`src/rtl/sfr_pkg.sv`:
```
`timescale 1ns/1ps
package sfr_pkg;
   typedef enum logic [1:0] {
      BUB_IDLE  = 2'd0,
      BUB_STALL = 2'd1,
      BUB_REDIR = 2'd2
   } bub_state_e;
endpackage

```
`src/rtl/sfr_dir_pick.sv`:
```
`timescale 1ns/1ps
module sfr_dir_pick #(
   parameter int USE_HINT = 1
) (
   input  logic cond_i,
   input  logic hit_i,
   input  logic dyn_taken_i,
   input  logic hint_valid_i,
   input  logic hint_taken_i,
   input  logic disp_neg_i,
   output logic taken_o,
   output logic force_o
);
   localparam bit HINT_ON = (USE_HINT != 0);

   logic use_hint;
   logic static_dir;

   if (USE_HINT < 0 || USE_HINT > 1) begin : g_bad_hint
      $error("sfr_dir_pick: USE_HINT must be 0 or 1");
   end

   assign use_hint   = HINT_ON & hint_valid_i;
   // backward-taken / forward-not-taken, optionally overridden by hint
   assign static_dir = use_hint ? hint_taken_i : disp_neg_i;

   always_comb begin
      if (!cond_i) begin
         taken_o = 1'b1;
         force_o = 1'b0;
      end else if (hit_i) begin
         taken_o = dyn_taken_i;
         force_o = 1'b0;
      end else begin
         taken_o = static_dir;
         force_o = static_dir;
      end
   end
endmodule

```
`src/rtl/sfr_tgt_calc.sv`:
```
`timescale 1ns/1ps
module sfr_tgt_calc #(
   parameter int ADDR_W = 32,
   parameter int DISP_W = 16,
   parameter int LEN_W  = 4
) (
   input  logic [ADDR_W-1:0] pc_i,
   input  logic [LEN_W-1:0]  len_i,
   input  logic [DISP_W-1:0] disp_i,
   output logic [ADDR_W-1:0] tgt_o
);
   localparam int EXT_W = ADDR_W - DISP_W;

   logic [ADDR_W-1:0] disp_ext;
   logic [ADDR_W-1:0] len_ext;

   if (ADDR_W <= DISP_W) begin : g_bad_disp
      $error("sfr_tgt_calc: ADDR_W must exceed DISP_W");
   end
   if (ADDR_W <= LEN_W) begin : g_bad_len
      $error("sfr_tgt_calc: ADDR_W must exceed LEN_W");
   end

   assign disp_ext = {{EXT_W{disp_i[DISP_W-1]}}, disp_i};
   assign len_ext  = {{(ADDR_W-LEN_W){1'b0}}, len_i};
   assign tgt_o    = pc_i + len_ext + disp_ext;
endmodule

```
`src/rtl/sfr_bubble_ctrl.sv`:
```
`timescale 1ns/1ps
module sfr_bubble_ctrl
   import sfr_pkg::*;
#(
   parameter int ADDR_W     = 32,
   parameter int BUBBLE_CYC = 8
) (
   input  logic              clk,
   input  logic              rst_n,
   input  logic              start_i,
   input  logic [ADDR_W-1:0] tgt_i,
   output logic              accept_o,
   output logic              stall_o,
   output logic              redir_valid_o,
   output logic [ADDR_W-1:0] redir_pc_o
);
   localparam int BW = (BUBBLE_CYC > 2) ? $clog2(BUBBLE_CYC) : 1;
   localparam logic [BW-1:0] LOAD = BW'(BUBBLE_CYC - 1);

   if (BUBBLE_CYC < 2) begin : g_bad_bubble
      $error("sfr_bubble_ctrl: BUBBLE_CYC must be at least 2");
   end

   bub_state_e        state_q;
   logic [BW-1:0]     cnt_q;
   logic [ADDR_W-1:0] tgt_q;

   assign accept_o      = start_i && (state_q == BUB_IDLE);
   assign stall_o       = (state_q == BUB_STALL);
   assign redir_valid_o = (state_q == BUB_REDIR);
   assign redir_pc_o    = tgt_q;

   always_ff @(posedge clk) begin
      if (!rst_n) begin
         state_q <= BUB_IDLE;
         cnt_q   <= '0;
         tgt_q   <= '0;
      end else begin
         case (state_q)
            BUB_IDLE: begin
               if (start_i) begin
                  state_q <= BUB_STALL;
                  cnt_q   <= LOAD;
                  tgt_q   <= tgt_i;
               end
            end
            BUB_STALL: begin
               if (cnt_q == '0) state_q <= BUB_REDIR;
               else             cnt_q   <= cnt_q - 1'b1;
            end
            default: state_q <= BUB_IDLE;
         endcase
      end
   end

   AST_REDIR_ONE_CYCLE: assert property (@(posedge clk) disable iff (!rst_n)
      redir_valid_o |=> !redir_valid_o);
   AST_REDIR_AFTER_STALL: assert property (@(posedge clk) disable iff (!rst_n)
      redir_valid_o |-> $past(stall_o));
   AST_TGT_HELD: assert property (@(posedge clk) disable iff (!rst_n)
      (stall_o && $past(stall_o)) |-> $stable(redir_pc_o));
endmodule

```
`src/rtl/sfr_evt_ctr.sv`:
```
`timescale 1ns/1ps
module sfr_evt_ctr #(
   parameter int CNT_W    = 32,
   parameter int SATURATE = 1
) (
   input  logic             clk,
   input  logic             rst_n,
   input  logic             inc_i,
   input  logic             clear_i,
   output logic [CNT_W-1:0] count_o
);
   localparam logic [CNT_W-1:0] MAXV = '1;

   logic [CNT_W-1:0] cnt_q;
   logic             may_inc;

   if (CNT_W < 1) begin : g_bad_w
      $error("sfr_evt_ctr: CNT_W must be positive");
   end

   if (SATURATE != 0) begin : g_sat
      assign may_inc = inc_i && (cnt_q != MAXV);
   end else begin : g_wrap
      assign may_inc = inc_i;
   end

   always_ff @(posedge clk) begin
      if (!rst_n)       cnt_q <= '0;
      else if (clear_i) cnt_q <= '0;
      else if (may_inc) cnt_q <= cnt_q + 1'b1;
   end

   assign count_o = cnt_q;

   if (SATURATE != 0) begin : g_sat_chk
      AST_CNT_SATURATES: assert property (@(posedge clk) disable iff (!rst_n)
         (cnt_q == MAXV && !clear_i) |=> (cnt_q == MAXV));
   end
   AST_CLEAR_ZEROES: assert property (@(posedge clk) disable iff (!rst_n)
      clear_i |=> (cnt_q == '0));
endmodule

```
`src/rtl/sfr_resteer_top.sv`:
```
`timescale 1ns/1ps
module sfr_resteer_top #(
   parameter int ADDR_W     = 32,
   parameter int DISP_W     = 16,
   parameter int LEN_W      = 4,
   parameter int BUBBLE_CYC = 8,
   parameter int CNT_W      = 32,
   parameter int USE_HINT   = 1
) (
   input  logic              clk,
   input  logic              rst_n,
   input  logic              br_valid,
   input  logic              br_cond,
   input  logic              br_btb_hit,
   input  logic              br_dyn_taken,
   input  logic              hint_valid,
   input  logic              hint_taken,
   input  logic [ADDR_W-1:0] br_pc,
   input  logic [LEN_W-1:0]  br_len,
   input  logic [DISP_W-1:0] br_disp,
   input  logic              evt_clear,
   output logic              pred_valid,
   output logic              pred_taken,
   output logic              fe_clear,
   output logic              fetch_stall,
   output logic              redir_valid,
   output logic [ADDR_W-1:0] redir_pc,
   output logic [CNT_W-1:0]  evt_count
);
   logic              dir_taken;
   logic              dir_force;
   logic              start_req;
   logic              accepted;
   logic [ADDR_W-1:0] tgt;
   logic              pv_q, pt_q, clr_q;

   sfr_dir_pick #(.USE_HINT(USE_HINT)) u_dir (
      .cond_i       (br_cond),
      .hit_i        (br_btb_hit),
      .dyn_taken_i  (br_dyn_taken),
      .hint_valid_i (hint_valid),
      .hint_taken_i (hint_taken),
      .disp_neg_i   (br_disp[DISP_W-1]),
      .taken_o      (dir_taken),
      .force_o      (dir_force)
   );

   sfr_tgt_calc #(.ADDR_W(ADDR_W), .DISP_W(DISP_W), .LEN_W(LEN_W)) u_tgt (
      .pc_i   (br_pc),
      .len_i  (br_len),
      .disp_i (br_disp),
      .tgt_o  (tgt)
   );

   assign start_req = br_valid && dir_force;

   sfr_bubble_ctrl #(.ADDR_W(ADDR_W), .BUBBLE_CYC(BUBBLE_CYC)) u_bub (
      .clk           (clk),
      .rst_n         (rst_n),
      .start_i       (start_req),
      .tgt_i         (tgt),
      .accept_o      (accepted),
      .stall_o       (fetch_stall),
      .redir_valid_o (redir_valid),
      .redir_pc_o    (redir_pc)
   );

   sfr_evt_ctr #(.CNT_W(CNT_W), .SATURATE(1)) u_evt (
      .clk     (clk),
      .rst_n   (rst_n),
      .inc_i   (accepted),
      .clear_i (evt_clear),
      .count_o (evt_count)
   );

   always_ff @(posedge clk) begin
      if (!rst_n) begin
         pv_q  <= 1'b0;
         pt_q  <= 1'b0;
         clr_q <= 1'b0;
      end else begin
         pv_q  <= br_valid;
         pt_q  <= br_valid && dir_taken;
         clr_q <= accepted;
      end
   end

   assign pred_valid = pv_q;
   assign pred_taken = pt_q;
   assign fe_clear   = clr_q;

   AST_CLR_ONLY_COND_MISS: assert property (@(posedge clk) disable iff (!rst_n)
      fe_clear |-> $past(br_valid && br_cond && !br_btb_hit));
   AST_CLR_WITH_STALL: assert property (@(posedge clk) disable iff (!rst_n)
      fe_clear |-> (fetch_stall && pred_taken));
   AST_NO_CLR_WHEN_BUSY: assert property (@(posedge clk) disable iff (!rst_n)
      fe_clear |-> !($past(fetch_stall) || $past(redir_valid)));
   AST_CLR_ONE_CYCLE: assert property (@(posedge clk) disable iff (!rst_n)
      fe_clear |=> !fe_clear);
endmodule

```
`config.mk`:
```
export PLATFORM = sky130hd
export DESIGN_NAME = sfr_resteer_top
export DESIGN_NICKNAME = d
export VERILOG_FILES = /design/src/rtl/sfr_pkg.sv /design/src/rtl/sfr_dir_pick.sv /design/src/rtl/sfr_tgt_calc.sv /design/src/rtl/sfr_bubble_ctrl.sv /design/src/rtl/sfr_evt_ctr.sv /design/src/rtl/sfr_resteer_top.sv
export SDC_FILE = /design/constraint.sdc
export NUM_CORES = 1
export LEC_CHECK = 0
export BUFFER_PORTS_ARGS = -buffer_cell sky130_fd_sc_hd__buf_2
export CORE_MARGIN = 1.5
export CORE_UTILIZATION = 59
export CTS_CLUSTER_DIAMETER = 120
export DETAILED_ROUTE_END_ITERATION = 12
export PLACE_DENSITY = 0.95
export SLEW_MARGIN = 20
export SYNTH_ARGS = -nofsm -noshare
export SYNTH_HDL_FRONTEND = slang
export SYNTH_HIERARCHICAL = 1
export SYNTH_SLANG_ARGS = --single-unit
```
`constraint.sdc`:
```
create_clock -name clk -period 5.28 [get_ports clk]
set_input_delay 0.264 -clock clk [delete_from_list [all_inputs] [get_ports clk]]
set_output_delay 0.264 -clock clk [all_outputs]
set_load 0.005 [all_outputs]
```
==> metrics.txt, run 1 <==
post-route non-filler standard cell count=873; CP startpoint kind=primary input; Setup TNS Final=0 ns; sequential power share=0.398; peak supply drop=158 uV; slack of the critical path=1.99 ns; count of endpoints failing hold in the final timing report=0; number of warnings printed during yosys synthesis=6; TritonCTS Buffers=9; mean post-synth cell area=8.18 um^2; Worst Hold Launch=br_valid; via count of the first global-routing pass=5271; start point of the critical path=br_disp[15]; # rows=34; count of routing violations after the opening detailed-route iteration=364; buffer count from post-CTS setup fixing=0; Critical-path top delay cell=sky130_fd_sc_hd__or3b_2; die width=97.5 um; # IOs=130; post-detailed-route count of antenna-violating nets=0; Least-Margin Pin Slew=just over 0.9 ns; switching power as a share of total power=0.318; number of filler instances in the final layout=688; worst endpoint data arrival time=3.51 ns; clock tree from TritonCTS=built; number of enable-type register cells in the synthesized netlist=0; die footprint=between 9000 and 10000 um^2; DRC violations left=0; Overall Power=1410 uW; internal portion of total power=963 uW; highest fanout seen on the critical path=43; cell area power density=around 230 nW/um^2; combinational group share of total power=0.303; proportion of power drawn by the clock network=0.299; Netlist Area Pre-Place=5270 um^2; detailed-route wire length per cell=15.7 um; sum of overflow across all layers after global routing=0; Peak Freq=a little over 300 MHz; reg-to-reg startpoint=u_bub/state_q[1]; pin count of the biggest net entering global routing=44; gate count of the mapped netlist=644; period utilization=0.623; max_slew headroom=0.391; depth of the CTS H-tree=3; Buffers & Inverters on Critical Path=2; GPL Wtd Cong=0.938; Fin Clk Skew=0.00546 ns; number of antenna violations at the first check in global routing=0; crit path cell chain=buf_2 -> mux2i_1 -> nor3b_2 -> and2_1 -> or3b_2 -> inv_6 -> nand4_1 -> a2111oi_0 -> xnor2_1 -> nor2_1; share of synthesized flip-flops with an asynchronous set or reset=0; number of nets in the final layout=887; insertion delay to the later sink of the worst-skew pair=0.34 ns; first-pass GRT wire length=22900 um; result of the run=complete, no violations; area added between synthesis and finish=16.2%; unrepaired setup endpoints after global routing=false; number of setup violations in the final report=0; CTS root buffer=sky130_fd_sc_hd__clkbuf_8; total of cells resized after clock tree synthesis=0; leading register cell type out of synthesis=sky130_fd_sc_hd__dfxtp_1; sequential-to-total area share from yosys stat=0.274; fraction of layout instances using a drive strength above 1=0.213; antenna fix cells=0; number of vias in the routed layout=around 5400; largest delay contributor family on the critical path=simple AND/OR/NAND/NOR gates; count of different cell masters after synthesis=69; leak pwr=0.00272 uW; CTS max path bufs=2; core outline area=8680 um^2; Sink Count=just over 70; clk slew on worst S/H paths=0.07 ns; hold-fix buffer count after cts=0; Starting Density=0.607; post-route minimum period=3.29 ns; post-synthesis net count=770; largest stage delay on the critical path=0.76 ns; port buffer count=129; total routed wirelength=roughly 14000 um; Worst Hold Class=primary input to flop; detail-routed via count per cell=6.21; max-slew violation count=0; register bit total from synthesis=72; crit path kind=primary input to flop; required time of the worst setup path=5.50 ns; switching power=449 uW; global router's overall resource usage=0.286; sum of net half-perimeters after detailed placement=10300 um; First-pass DRT Iterations=5; die height=roughly 98 um; kind of end point of the critical path=flop; dpl cells=858; Placement Setup Slack=between 1.5 and 2 ns; number of max-cap violations=0
-- per-stage QoR --
step	utilization	instance area [um^2]	hold slack (ns)
after floorplan	-	5270	0.386
after global placement	0.684	5940	0.445
after detailed placement	0.684	5940	0.446
after CTS	0.705	6120	0.144
after global routing	0.705	6120	0.153
final	0.705	6120	0.158
-- synthesized netlist by cell type (2+ instances only) --
library cell                instances  area, um^2
sky130_fd_sc_hd__buf_6              2        22.5
sky130_fd_sc_hd__o21bai_1           3        22.5
sky130_fd_sc_hd__o21ai_0           19        95.1
sky130_fd_sc_hd__o21a_1             2        15.0
sky130_fd_sc_hd__a2111oi_0          3        26.3
sky130_fd_sc_hd__buf_2              2        10.0
sky130_fd_sc_hd__mux2i_1            3        30.0
sky130_fd_sc_hd__a31oi_1            8        50.1
sky130_fd_sc_hd__dfxtp_1           72        1440
sky130_fd_sc_hd__nor3_2             2        20.0
sky130_fd_sc_hd__o31ai_1            2        15.0
sky130_fd_sc_hd__clkbuf_1          16        60.1
sky130_fd_sc_hd__nor2b_1            5        31.3
sky130_fd_sc_hd__xor2_1             9        78.8
sky130_fd_sc_hd__inv_1             21        78.8
sky130_fd_sc_hd__nand4_1           15        93.8
sky130_fd_sc_hd__or3_1             18         113
sky130_fd_sc_hd__nor2_1            28         105
sky130_fd_sc_hd__o211ai_1           8        60.1
sky130_fd_sc_hd__a41o_1             2        20.0
sky130_fd_sc_hd__a22o_1             2        17.5
sky130_fd_sc_hd__a21o_1            13        97.6
sky130_fd_sc_hd__a211oi_1           6        45.0
sky130_fd_sc_hd__o21ai_1           12        60.1
sky130_fd_sc_hd__a221oi_1           4        35.0
sky130_fd_sc_hd__nor3_1             5        25.0
sky130_fd_sc_hd__nor4_2             2        25.0
sky130_fd_sc_hd__nand2b_1           5        31.3
sky130_fd_sc_hd__a31o_1             2        17.5
sky130_fd_sc_hd__and2_1             6        37.5
sky130_fd_sc_hd__and3_1            16         100
sky130_fd_sc_hd__o41ai_2            2        32.5
sky130_fd_sc_hd__nor3b_1            2        15.0
sky130_fd_sc_hd__nand3_1           19        95.1
sky130_fd_sc_hd__buf_4              4        30.0
sky130_fd_sc_hd__nand4b_1           2        17.5
sky130_fd_sc_hd__nand2_1           91         342
sky130_fd_sc_hd__or4_1              2        15.0
sky130_fd_sc_hd__or2_2              3        18.8
sky130_fd_sc_hd__ha_1              60         751
sky130_fd_sc_hd__nor4_1             3        18.8
sky130_fd_sc_hd__a21oi_1           81         405
sky130_fd_sc_hd__and4_1             5        43.8
sky130_fd_sc_hd__xnor2_1           28         245
sky130_fd_sc_hd__fa_1               5         100
-- sequential cells by signal, indices dropped and copies added, names as in the netlist --
name              flops
fe_clear              1
pred_taken            1
pred_valid            1
u_bub/cnt_q           3
u_bub/redir_pc_o     32
u_bub/state_q         2
u_evt/count_o        32
-- kinds of logic (layout without fill, tap and decap cells) --
kind of cell | after synthesis | after routing | synth area share
AOI/OAI and AO/OA | 183 | 183 | 0.225
xor gates and xnor gates | 37 | 37 | 0.0615
adders and majority gates | 65 | 65 | 0.161
buffers and inverters | 47 | 168 | 0.0406
DFF | 72 | 72 | 0.274
muxes | 3 | 3 | 0.00570
and+or+nand+nor | 237 | 237 | 0.232
-- power groups by stage --
stage / Combinational, uW / Clock [uW] / Sequential (uW)
finish: 428 / 423 / 561
global route: 472 / 451 / 562
CTS: 420 / 428 / 561
detailed placement: 415 / 0 / 573
global placement: 398 / 0 / 574
floorplan: 308 / 0 / 573
-- routing by layer --
layer | GRT usage | vias to the layer above | part of all wire
met3 | 0.0655 | 44 | 0.087
li1 | - | 2586 | -
met4 | 0.114 | 0 | 0.027
met5 | 0 | - | 0
met1 | 0.350 | 2486 | 0.40
met2 | 0.485 | 302 | 0.48
-- final timing paths --
path	end	slack, ns	depth (start not counted)
max	u_evt/count_o[18]	1.99	10
min	pred_valid	0.16	2
max reg2reg	u_evt/count_o[18]	2.40	6
min reg2reg	u_bub/redir_pc_o[1]	0.46	2
-- cell usage in the layout, fill, tap and decap left out, types with 3 or more instances in the layout --
cell	synthesis	layout
sky130_fd_sc_hd__clkinv_2	0	3
sky130_fd_sc_hd__a2111oi_0	3	3
sky130_fd_sc_hd__o21ai_0	19	19
sky130_fd_sc_hd__or2_2	3	3
sky130_fd_sc_hd__clkbuf_8	0	10
sky130_fd_sc_hd__nor2_1	28	28
sky130_fd_sc_hd__nor4_1	3	3
sky130_fd_sc_hd__and2_1	6	6
sky130_fd_sc_hd__o21bai_1	3	3
sky130_fd_sc_hd__and4_1	5	5
sky130_fd_sc_hd__a21o_1	13	13
sky130_fd_sc_hd__a211oi_1	6	6
sky130_fd_sc_hd__nand3_1	19	19
sky130_fd_sc_hd__buf_2	2	129
sky130_fd_sc_hd__ha_1	60	60
sky130_fd_sc_hd__nor2b_1	5	5
sky130_fd_sc_hd__nand4_1	15	15
sky130_fd_sc_hd__nand2b_1	5	5
sky130_fd_sc_hd__and3_1	16	16
sky130_fd_sc_hd__a21oi_1	81	81
sky130_fd_sc_hd__o21ai_1	12	12
sky130_fd_sc_hd__a221oi_1	4	4
sky130_fd_sc_hd__inv_1	21	21
sky130_fd_sc_hd__or3_1	18	18
sky130_fd_sc_hd__xor2_1	9	9
sky130_fd_sc_hd__nor3_1	5	5
sky130_fd_sc_hd__xnor2_1	28	28
sky130_fd_sc_hd__mux2i_1	3	3
sky130_fd_sc_hd__nand2_1	91	91
sky130_fd_sc_hd__fa_1	5	5
sky130_fd_sc_hd__a31oi_1	8	8
sky130_fd_sc_hd__o211ai_1	8	8
sky130_fd_sc_hd__dfxtp_1	72	72
-- area by class of cell --
cell class / instances / area [um^2] / share of cell area
clock buffers: 11 / 141 / 0.0231
clock inverters: 4 / 45.0 / 0.00736
inverters: 23 / 91.3 / 0.0149
well taps: 108 / 135 / 0.0221
repair buffers: 130 / 653 / 0.107
flip-flops and latches: 72 / 1440 / 0.235
multi-input cells: 525 / 3610 / 0.590
(Power assumes the default switching activity.)
==> inputs of run 2 (changes only) <==
Settings changed: CORE_UTILIZATION 59 to 49, PLACE_DENSITY 0.95 to 0.86.
Clock period 5.28 ns to 2.8 ns, I/O delays scaled along.
==> run 2 against run 1 <==
Effect of this change:
- register-to-register slack got worse by 2.0 ns
- clock-buffer cell count shrank 2
- flip-flop and latch count did not move
- clock skew rose by 0.0030 ns
- critical endpoint is now u_bub/redir_pc_o[21]
==> metrics.txt, run 2 (same netlist as run 1, synthesis figures left out) <==
result of the run=complete, no violations (unchanged); dpl cells=913 (was 858); GPL Wtd Cong=0.916 (was 0.938); global router's overall resource usage=0.247 (was 0.286); number of setup violations in the final report=0 (unchanged); unrepaired setup endpoints after global routing=false (unchanged); count of routing violations after the opening detailed-route iteration=375 (was 364); worst slack on hold paths=0.0800 ns (was 0.158 ns); FF/Latch Area=1440 um^2 (unchanged); kind of end point of the critical path=flop (unchanged); clock tree from TritonCTS=built (unchanged); number of vias in the routed layout=5383 (was 5418); CTS max path bufs=2 (unchanged); area added between synthesis and finish=21.0% (was 16.2%); commonest cells after routing, fill and taps aside=sky130_fd_sc_hd__buf_2 (129), sky130_fd_sc_hd__nand2_1 (91), sky130_fd_sc_hd__a21oi_1 (81) (unchanged); number of antenna violations at the first check in global routing=0 (unchanged); sequential power share=0.389 (was 0.398); CTS root buffer=sky130_fd_sc_hd__clkbuf_8 (unchanged); sum of net half-perimeters after detailed placement=10500 um (was 10300 um); switching power=940 uW (was 449 uW); peak supply drop=270 uV (was 158 uV); max-slew violation count=0 (unchanged); cell area power density=426 nW/um^2 (was 231 nW/um^2); crit path kind=primary input to flop (unchanged); most common cell after layout, fill and taps aside=sky130_fd_sc_hd__buf_2 (unchanged); die height=107 um (was 97.5 um); total routed wirelength=13900 um (was 13700 um); CP startpoint kind=primary input (unchanged); required time of the worst setup path=3.02 ns (was 5.50 ns); depth of the CTS H-tree=3 (unchanged); Multi-input gate area=3620 um^2 (was 3610 um^2); Sink Count=72 (unchanged); count of endpoints failing hold in the final timing report=0 (unchanged); fraction of layout instances using a drive strength above 1=0.242 (was 0.213); buffer count from post-CTS setup fixing=0 (unchanged); antenna fix cells=0 (unchanged); Critical-path top delay cell=sky130_fd_sc_hd__fa_1 (was sky130_fd_sc_hd__or3b_2); via count of the first global-routing pass=5016 (was 5271); # IOs=130 (unchanged); highest fanout seen on the critical path=4 (was 43); number of filler instances in the final layout=928 (was 688); # rows=37 (was 34); switching power as a share of total power=0.346 (was 0.318); core outline area=10400 um^2 (was 8680 um^2); Post-Route Utilization=0.615 (was 0.705); clk slew on worst S/H paths=0.08 ns (was 0.07 ns); Worst Hold Class=primary input to flop (unchanged); crit path cell chain=buf_2 -> fa_1 -> ha_1 -> fa_1 -> a21o_1 -> a221oi_2 -> nor2_1 -> o41ai_2 -> buf_4 -> o31ai_1 -> xor2_1 -> nand2_1 -> a21oi_1 (was buf_2 -> mux2i_1 -> nor3b_2 -> and2_1 -> or3b_2 -> inv_6 -> nand4_1 -> a2111oi_0 -> xnor2_1 -> nor2_1); Starting Density=0.508 (was 0.607); Least-Margin Pin Slew=0.642 ns (was 0.908 ns); port buffer count=129 (unchanged); number of nets in the final layout=915 (was 887); die footprint=11400 um^2 (was 9510 um^2); detailed-route wire length per cell=14.9 um (was 15.7 um); internal portion of total power=1780 uW (was 963 uW); first-pass GRT wire length=23100 um (was 22900 um); worst endpoint data arrival time=2.76 ns (was 3.51 ns); cell occurring most often along the worst timing path=sky130_fd_sc_hd__fa_1; die width=107 um (was 97.5 um); total of cells resized after clock tree synthesis=0 (unchanged); DRC violations left=0 (unchanged); max_slew headroom=0.568 (was 0.391); combinational group share of total power=0.316 (was 0.303); detail-routed via count per cell=5.79 (was 6.21); pin count of the biggest net entering global routing=37 (was 44); post-route non-filler standard cell count=930 (was 873); sum of overflow across all layers after global routing=0 (unchanged); number of max-cap violations=0 (unchanged); Fin Clk Skew=0.00851 ns (was 0.00546 ns); TritonCTS Buffers=9 (unchanged); Overall Power=2720 uW (was 1410 uW); insertion delay to the later sink of the worst-skew pair=0.36 ns (was 0.34 ns); period utilization=0.907; First-pass DRT Iterations=5 (unchanged); largest stage delay on the critical path=0.47 ns (was 0.76 ns); post-route minimum period=2.54 ns; Peak Freq=394 MHz; proportion of power drawn by the clock network=0.295 (was 0.299); leak pwr=0.00284 uW (was 0.00272 uW); post-detailed-route count of antenna-violating nets=0 (unchanged)
## run 2: cell count changes in the layout (fill, tap and decap cells not counted), sizes merged
cell	before	now
buf	130	157
bufinv	1	0
clkbuf	11	9
clkinv	4	2
clkinvlp	0	2
dlygate4sd3	0	1
inv	22	26
## run 2: what timing repair did
item | in CTS | in global routing
endpoints found under the setup margin | 0 | 0
hold buffers | 1 | 0
endpoints found under the hold margin | 1 | 0
## run 2: metrics by stage
| step | TNS (ns) | setup WS [ns] | instance area [um^2] |
|---|---|---|---|
| floorplan | 0 | 0.0963 | 5280 |
| global placement | -0.0704 | -0.0371 | 6180 |
| detailed placement | -0.424 | -0.115 | 6180 |
| CTS | 0 | 0.257 | 6370 |
| global route | 0 | 0.102 | 6370 |
| finish | 0 | 0.260 | 6370 |
## run 2: layout make-up
type,count,area share
multi-input combinational,525,0.568
sequential,72,0.226
timing repair buffer,158,0.136
clock inverter,7,0.00962
clock buffer,9,0.0194
inverter,23,0.0143
tap,136,0.0267
## run 2: power by group through the flow
stage                     logic (uW)  registers [uW]  clock network (uW)
after floorplan                  584            1080                   0
after global placement           825            1080                   0
after detailed placement         839            1080                   0
after CTS                        847            1060                 824
after global routing             949            1060                 871
final                            858            1060                 801
## run 2: worst paths after layout
check	startpoint	end	slack [ns]	cells past startpoint
max	br_pc[1]	u_bub/redir_pc_o[21]	0.26	13
min	rst_n	pred_valid	0.08	2
max reg2reg	u_evt/count_o[16]	u_evt/count_o[19]	0.42	6
min reg2reg	u_bub/redir_pc_o[7]	u_bub/redir_pc_o[7]	0.45	2
## run 2: layer usage
layer	GRT usage	vias up	part of all wire
met4	0.0724	0	0.015
met1	0.328	2491	0.45
met3	0.0413	19	0.069
li1	-	2650	-
met5	0	-	0
met2	0.412	223	0.46
## run 2: critical path: cells and delay by family
family          cells  cell delay [ns]
buf+inv             2             0.29
xor+xnor            1             0.16
simple gates        2             0.15
compound gates      5             0.88
fa+ha+maj           3             1.15
==> inputs of run 3 (changes only) <==
Clock period 2.8 ns to 2.3 ns, I/O delays scaled along.
==> run 3 against run 2 <==
Effect of this change:
- the run now ends with negative setup slack left
- register-to-register slack worse by 0.30 ns
- critical path depth did not move
- die area stayed put
- power is 34% higher
- clock skew is 0.0061 ns higher
- cell area grew 15%
- critical endpoint is now u_bub/redir_pc_o[17]
- largest cell class unchanged
- highest routed layer unchanged
==> metrics.txt, run 3 (same netlist as run 1, synthesis figures left out) <==
flop2flop setup slack=0.12 ns (was 0.42 ns); CP startpoint kind=primary input (unchanged); period utilization=1.03; insertion delay to the later sink of the worst-skew pair=0.36 ns (about the same); detail-routed via count per cell=5.75 (was 5.79); pin count of the biggest net entering global routing=33 (was 37); die height=107 um (unchanged); first-pass GRT wire length=24400 um (was 23100 um); Worst Hold Class=primary input to flop (unchanged); number of nets in the final layout=1012 (was 915); port buffer count=129 (unchanged); violated checks=negative setup slack; switching power=1180 uW (was 940 uW); largest stage delay on the critical path=0.52 ns (was 0.47 ns); core outline area=10400 um^2 (unchanged); count of endpoints failing hold in the final timing report=0 (unchanged); number of setup violations in the final report=7 (was 0); unrepaired setup endpoints after global routing=true (was false); reg-to-reg startpoint=u_evt/count_o[19] (was u_evt/count_o[16]); number of antenna violations at the first check in global routing=0 (unchanged); highest fanout seen on the critical path=4 (unchanged); sequential power share=0.354 (was 0.389); Least-Margin Pin Slew=0.537 ns (was 0.642 ns); internal portion of total power=2460 uW (was 1780 uW); post-detailed-route count of antenna-violating nets=0 (unchanged); most common cell after layout, fill and taps aside=sky130_fd_sc_hd__buf_2 (unchanged); DRC violations left=0 (unchanged); Cells on Worst Hold Path=2 (unchanged); combinational group share of total power=0.371 (was 0.316); switching power as a share of total power=0.324 (was 0.346); Post-Route Utilization=0.706 (was 0.615); CTS root buffer=sky130_fd_sc_hd__clkbuf_8 (unchanged); via count of the first global-routing pass=5444 (was 5016); First-pass DRT Iterations=7 (was 5); kind of end point of the critical path=flop (unchanged); Setup TNS Final=-0.310 ns (was 0 ns); reg-to-reg endpoint=u_evt/count_o[5] (was u_evt/count_o[19]); hold path endpoint=pred_valid (unchanged); clock tree from TritonCTS=built (unchanged); proportion of power drawn by the clock network=0.275 (was 0.295); cell area power density=497 nW/um^2 (was 426 nW/um^2); number of max-cap violations=0 (unchanged); crit path kind=primary input to flop (unchanged); post-route minimum period=2.38 ns; die width=107 um (unchanged); reg2reg path depth=7 (was 6); worst endpoint data arrival time=2.68 ns (was 2.76 ns); detailed-route wire length per cell=15.4 um (was 14.9 um); Sink Count=72 (unchanged); crit path cell chain=buf_6 -> fa_2 -> buf_6 -> fa_2 -> a21o_1 -> a221oi_2 -> nor2_1 -> o41ai_2 -> buf_4 -> o21bai_1 -> xor2_1 -> nand2_1 -> a21oi_1 (was buf_2 -> fa_1 -> ha_1 -> fa_1 -> a21o_1 -> a221oi_2 -> nor2_1 -> o41ai_2 -> buf_4 -> o31ai_1 -> xor2_1 -> nand2_1 -> a21oi_1); die footprint=11400 um^2 (unchanged); TritonCTS Buffers=9 (unchanged); max_slew headroom=0.632 (was 0.568); Critical-path top delay cell=sky130_fd_sc_hd__fa_2 (was sky130_fd_sc_hd__fa_1); worst slack on hold paths=0.0530 ns (was 0.0800 ns); Overall Power=3640 uW (was 2720 uW); Starting Density=0.508 (unchanged); clk slew on worst S/H paths=0.09 ns (was 0.08 ns); Fin Clk Skew=0.0146 ns (was 0.00851 ns); Buffers & Inverters on Critical Path=3 (was 2); fraction of layout instances using a drive strength above 1=0.348 (was 0.242); GPL Wtd Cong=0.919 (was 0.916); antenna fix cells=0 (unchanged); required time of the worst setup path=2.60 ns (was 3.02 ns); result of the run=finished with violations (was complete, no violations); # rows=37 (unchanged); # IOs=130 (unchanged); depth of the CTS H-tree=3 (unchanged); slack of the critical path=-0.0779 ns (was 0.260 ns); Worst Hold Launch=rst_n (unchanged); leak pwr=0.00336 uW (was 0.00284 uW); peak supply drop=327 uV (was 270 uV); area added between synthesis and finish=38.9% (was 21.0%); Peak Freq=421 MHz; total routed wirelength=15800 um (was 13900 um); commonest cells after routing, fill and taps aside=sky130_fd_sc_hd__buf_2 (126), sky130_fd_sc_hd__buf_4 (121), sky130_fd_sc_hd__nand2_1 (91) (was sky130_fd_sc_hd__buf_2 (129), sky130_fd_sc_hd__nand2_1 (91), sky130_fd_sc_hd__a21oi_1 (81)); count of routing violations after the opening detailed-route iteration=323 (was 375); sum of overflow across all layers after global routing=0 (unchanged); global router's overall resource usage=0.266 (was 0.247); max-slew violation count=0 (unchanged); largest delay contributor family on the critical path=adder cells (unchanged); number of vias in the routed layout=5901 (was 5383); sum of net half-perimeters after detailed placement=11800 um (was 10500 um); CTS max path bufs=2 (unchanged)
run 3: per-stage QoR:
step | instance area, um^2 | worst slack (ns) | instances
after floorplan | 5340 | -0.318 | 644
after CTS | 7170 | -0.0108 | 1024
final | 7320 | -0.0779 | 1027
after global placement | 6910 | -0.402 | 1002
after global routing | 7320 | -0.209 | 1027
after detailed placement | 6910 | -0.520 | 1002
run 3: power by group through the flow:
stage               clock network (uW)  logic, uW  registers [uW]
floorplan                            0        726            1310
global placement                     0       1180            1310
detailed placement                   0       1210            1310
CTS                               1010       1250            1290
global route                      1070       1470            1290
finish                            1000       1350            1290
run 3: metal layers:
layer | wire (um) | track usage | vias to the layer above
li1 | - | - | 2835
met1 | 6520 | 0.324 | 2770
met2 | 7640 | 0.461 | 268
met3 | 1270 | 0.0584 | 28
met4 | 345 | 0.0924 | 0
met5 | 0 | 0 | -
run 3: worst max-delay path by stage:
stage | slack [ns] | from | to | cells after the start
finish | -0.08 | br_pc[2] | u_bub/redir_pc_o[17] | 13
global route | -0.21 | br_pc[2] | u_bub/redir_pc_o[17] | 13
CTS | -0.01 | br_disp[1] | u_bub/redir_pc_o[25] | 13
detailed placement | -0.52 | br_pc[2] | u_bub/redir_pc_o[24] | 12
global placement | -0.40 | br_pc[2] | u_bub/redir_pc_o[30] | 11
floorplan | -0.32 | br_pc[1] | u_bub/redir_pc_o[21] | 11
run 3: layout make-up:
type | count | area (um^2)
Sequential cell | 72 | 1440
Tap cell | 136 | 170
Fill cell | 803 | 3050
Clock buffer | 11 | 131
Clock inverter | 5 | 56.3
Inverter | 23 | 91.3
Multi-Input combinational cell | 525 | 3790
Timing Repair Buffer | 255 | 1640
run 3: repair_timing:
| action | 4_1_cts | 5_1_grt |
|---|---|---|
| hold endpoints to repair | 1 | 0 |
| endpoints found under the setup margin | 8 | 14 |
| pin swaps | 10 | 26 |
| buffers inserted | 5 | 3 |
| hold buffers | 1 | 0 |
| gates resized for setup | 5 | 21 |
